## config.mk

```make
export PLATFORM = sky130hd
export DESIGN_NAME = boot_overlay_decoder
export DESIGN_NICKNAME = d
export VERILOG_FILES = /design/src/rtl/ovl_pkg.sv /design/src/rtl/ovl_port_decode.sv /design/src/rtl/ovl_flag_fsm.sv /design/src/rtl/ovl_select.sv /design/src/rtl/boot_overlay_decoder.sv
export SDC_FILE = /design/constraint.sdc
export NUM_CORES = 1
export LEC_CHECK = 0
export BUFFER_PORTS_ARGS = -buffer_cell sky130_fd_sc_hd__buf_2
export CAP_MARGIN = 15
export CELL_PAD_IN_SITES_DETAIL_PLACEMENT = 1
export CELL_PAD_IN_SITES_GLOBAL_PLACEMENT = 1
export CORE_AREA = 2 2 39 41
export DETAILED_ROUTE_END_ITERATION = 10
export DIE_AREA = 0 0 41 43
export PLACE_DENSITY = 0.55
export SLEW_MARGIN = 25
export SYNTH_ARGS = -nofsm -noshare
export SYNTH_HDL_FRONTEND = slang
export SYNTH_SLANG_ARGS = --single-unit
```

## constraint.sdc

```tcl
create_clock -name clk -period 0.9 [get_ports clk]
set_input_delay 0.18 -clock clk [delete_from_list [all_inputs] [get_ports clk]]
set_output_delay 0.18 -clock clk [all_outputs]
set_load 0.1 [all_outputs]
```

## src/rtl/ovl_pkg.sv

```systemverilog
package ovl_pkg;
    typedef enum logic {
        ST_BOOT = 1'b0,
        ST_RUN  = 1'b1
    } ovl_state_e;
endpackage

```

## src/rtl/ovl_port_decode.sv

```systemverilog
module ovl_port_decode #(
    parameter int          IO_AW     = 8,
    parameter logic [7:0]  FLAG_PORT = 8'h00
) (
    input  logic             iorq_n,
    input  logic             wr_n,
    input  logic [IO_AW-1:0] io_addr,
    output logic             port_wr
);
    localparam logic [IO_AW-1:0] PORT_MATCH = IO_AW'(FLAG_PORT);

    always_comb begin
        port_wr = !iorq_n && !wr_n && (io_addr == PORT_MATCH);
    end
endmodule

```

## src/rtl/ovl_flag_fsm.sv

```systemverilog
module ovl_flag_fsm
    import ovl_pkg::*;
(
    input  logic clk,
    input  logic rst_n,
    input  logic port_wr,
    input  logic flag_din,
    output logic overlay_on
);
    ovl_state_e state_q, state_d;

    always_comb begin
        state_d = state_q;
        unique case (state_q)
            ST_BOOT: if (port_wr && flag_din)  state_d = ST_RUN;   // go_run
            ST_RUN:  if (port_wr && !flag_din) state_d = ST_BOOT;  // go_boot
            default: state_d = ST_BOOT;
        endcase
    end

    always_ff @(posedge clk or negedge rst_n) begin
        if (!rst_n) state_q <= ST_BOOT;
        else        state_q <= state_d;
    end

    always_comb begin
        overlay_on = (state_q == ST_RUN);
    end


    set_flag_chk: assert property (@(posedge clk) disable iff (!rst_n)
        port_wr && flag_din |=> overlay_on);

    clr_flag_chk: assert property (@(posedge clk) disable iff (!rst_n)
        port_wr && !flag_din |=> !overlay_on);

    hold_flag_chk: assert property (@(posedge clk) disable iff (!rst_n)
        !port_wr |=> $stable(overlay_on));
endmodule

```

## src/rtl/ovl_select.sv

```systemverilog
module ovl_select (
    input  logic clk,
    input  logic rst_n,
    input  logic a15,
    input  logic mreq_n,
    input  logic iorq_n,
    input  logic overlay_on,
    output logic rom_cs_n,
    output logic lram_cs_n,
    output logic hram_cs_n
);
    logic mem_cyc;

    always_comb begin
        mem_cyc   = !mreq_n && iorq_n;
        rom_cs_n  = !(mem_cyc && !a15 && !overlay_on);
        lram_cs_n = !(mem_cyc && !a15 &&  overlay_on);
        hram_cs_n = !(mem_cyc &&  a15);
    end


    upper_ram_chk: assert property (@(posedge clk) disable iff (!rst_n)
        !mreq_n && iorq_n && a15 |-> !hram_cs_n);

    no_mreq_chk: assert property (@(posedge clk) disable iff (!rst_n)
        mreq_n |-> (rom_cs_n && lram_cs_n && hram_cs_n));

    no_io_sel_chk: assert property (@(posedge clk) disable iff (!rst_n)
        !iorq_n |-> (rom_cs_n && lram_cs_n && hram_cs_n));

    one_sel_chk: assert property (@(posedge clk) disable iff (!rst_n)
        $onehot0({!rom_cs_n, !lram_cs_n, !hram_cs_n}));
endmodule

```

## src/rtl/boot_overlay_decoder.sv

```systemverilog
module boot_overlay_decoder #(
    parameter int         IO_AW     = 8,
    parameter logic [7:0] FLAG_PORT = 8'h00
) (
    input  logic             clk,
    input  logic             rst_n,
    input  logic             a15,
    input  logic [IO_AW-1:0] io_addr,
    input  logic             flag_din,
    input  logic             mreq_n,
    input  logic             iorq_n,
    input  logic             wr_n,
    output logic             rom_cs_n,
    output logic             lram_cs_n,
    output logic             hram_cs_n,
    output logic             flag_q
);
    logic port_wr;
    logic overlay_on;

    ovl_port_decode #(.IO_AW(IO_AW), .FLAG_PORT(FLAG_PORT)) i_dec (
        .iorq_n  (iorq_n),
        .wr_n    (wr_n),
        .io_addr (io_addr),
        .port_wr (port_wr)
    );

    ovl_flag_fsm i_fsm (
        .clk        (clk),
        .rst_n      (rst_n),
        .port_wr    (port_wr),
        .flag_din   (flag_din),
        .overlay_on (overlay_on)
    );

    ovl_select i_sel (
        .clk        (clk),
        .rst_n      (rst_n),
        .a15        (a15),
        .mreq_n     (mreq_n),
        .iorq_n     (iorq_n),
        .overlay_on (overlay_on),
        .rom_cs_n   (rom_cs_n),
        .lram_cs_n  (lram_cs_n),
        .hram_cs_n  (hram_cs_n)
    );

    always_comb flag_q = overlay_on;


    flag_out_chk: assert property (@(posedge clk) disable iff (!rst_n)
        !$stable(flag_q) |-> $past(port_wr));
endmodule

```

==> results.md <==
- # diodes: 0
- Worst clock skew: 0 ns
- First-pass GRT wire length: 821 um
- Critical Path Slowest Stage Cell: dfrtp_4
- Initial Util: 0.0615
- Syn nets: 26
- Vias: 184
- Flops & latches, synth: 1
- F_max: about 0.84 GHz
- Setup ws final: -0.287 ns
- Non-Filler Instances: 49
- Cell area after synthesis: approximately 85 um2
- Pre-Repair DR Iteration Count: 1
- Initial antenna violation count: 0
- Max-Cap Viols: 0
- Clock Latency Late Sink: 0 ns
- Die width: around 41 um
- Placer Congestion: 0.585
- Vias in the first global route: 190
- Commonest non-fill, non-tap cell in the layout: buf_2
- Final global-route overflow total: 0
- Crit path cell chain: or3_4 > buf_12
- Critical Path Fanout Max: 2
- Final Cell Area: 377 um2
- Die Y: 43 um
- DRC errors left: 0
- NumNets Final: 50
- Worst slew margin: 0.841
- Input/output buffers: 18
- Total wire length: 568 um
- Syn avg cell area: 7.73 um2
- Detail Route Antenna Nets: 0
- Period minus WS final: approximately 1.2 ns
- Yosys cell types: 9
- Fin. Hold Viols: 0
- Final period util: 1.32
- Failing checks: negative setup slack
- RSZ-0062 raised after global routing: yes
- Worst Tran Pin Value: 0.237 ns
- Final setup violating endpoints: 4
- Register area share after synthesis: 0.294
- Area grow syn2layout: 343%
- Most frequent cells in the layout: buf_2 (10), buf_6 (6), buf_12 (4)
- Worst Setup Slack post-DPL: -0.401 ns
- Die area: 1760 um2
- Pins Over Slew Limit: 0
- Placed insts: 47
- Total Routing Usage GR: 0.0661
- Clk slew on worst S/H paths: 0 ns
- Pin count of the biggest net entering global routing: 4
- Overall power: 0.196 mW
- PwrDens: 521 nW/um2
- Ys Warns: 0
- Vias per inst: 3.76
- 1st-iter DRT viols: 0
- DR WL/cell: approximately 12 um
- Status: complete, but fails checks
- Crit end category: output port
- Critical path type: flop to output port
- Ports: 19
- Static leakage: 0.181 nW
- Worst VDD drop: 0.136 mV
- Worst min path class: primary input to flop
- Layout cells sized above 1: 0.909
- Arr. time, crit path: between 1 and 1.5 ns
- Slowest stage delay, CP: 0.45 ns
- Cell Rows: 14
- Core footprint: 1380 um2
- Critical path required time: 0.72 ns
- Startpoint Class: flop
- Worst hold margin: approximately 0.43 ns
- Post-Syn Instances: 11
- Instance area at placement: 267 um2
metal layers:
| metal | vias up | part of all wire | GRT usage | wire length (um) |
|---|---|---|---|---|
| met3 | 0 | 0.17 | 0.0157 | 96 |
| met1 | 80 | 0.40 | 0.0924 | 228 |
| met5 | - | 0 | 0 | 0 |
| li1 | 85 | - | - | - |
| met2 | 19 | 0.43 | 0.106 | 244 |
| met4 | 0 | 0 | 0 | 0 |
worst paths after layout:
check	startpoint	endpoint	slack [ns]	depth (start not counted)
min in group asynchronous	rst_n	asynchronous set/reset pin	0.50	2
max	flop	rom_cs_n	-0.29	2
max in group asynchronous	rst_n	asynchronous set/reset pin	0.29	2
min reg2reg	flop	flop	0.77	3
max reg2reg	flop	flop	-0.18	3
min	flag_din	flop	0.43	2
metrics by stage:
stage                     TNS [ns]   util
after floorplan              -1.22      -
after global placement      -0.849  0.193
after detailed placement    -0.859  0.193
after CTS                   -0.845  0.245
after global routing        -0.942  0.272
final                       -0.843  0.272
cells by family after synthesis:
logic type,after synthesis,synth area share
DFF,1,0.294
muxes,1,0.132
and+or+nand+nor,9,0.574
where the power goes:
part	internal (mW)	switching [mW]
clock	0	0
sequential	0.0479	0.000686
combinational	0.0752	0.0725
total	0.123	0.0731
synth_stat cells:
library cell  n  area share
mux2_1        1        0.13
dfrtp_1       1        0.29
nand3_1       1       0.059
nor2_1        2       0.088
nand2_1       1       0.044
nor4_1        2        0.15
nand2b_1      1       0.074
nand3b_1      1       0.088
or3_1         1       0.074
worst max-delay path: cells and delay by family (launching register included):
family	cells	cell delay [ns]
buf+inv	1	0.17
simple gates	1	0.38
flops	1	0.45
layout make-up:
cell class | count | area [um2]
fill | 155 | 1010
multi-input combinational | 10 | 113
sequential | 1 | 28.8
tap | 16 | 20.0
timing repair buffer | 22 | 215
timing repair:
| item | CTS | global route |
|---|---|---|
| cloned | 0 | 0 |
| endpoints found under the hold margin | 1 | 0 |
| resized for setup | 12 | 7 |
| buffers inserted | 1 | 1 |
| pin swaps | 4 | 3 |
| hold buffers | 1 | 0 |
| setup endpoints to repair | 5 | 5 |
Power figures use the tool's default switching activity.
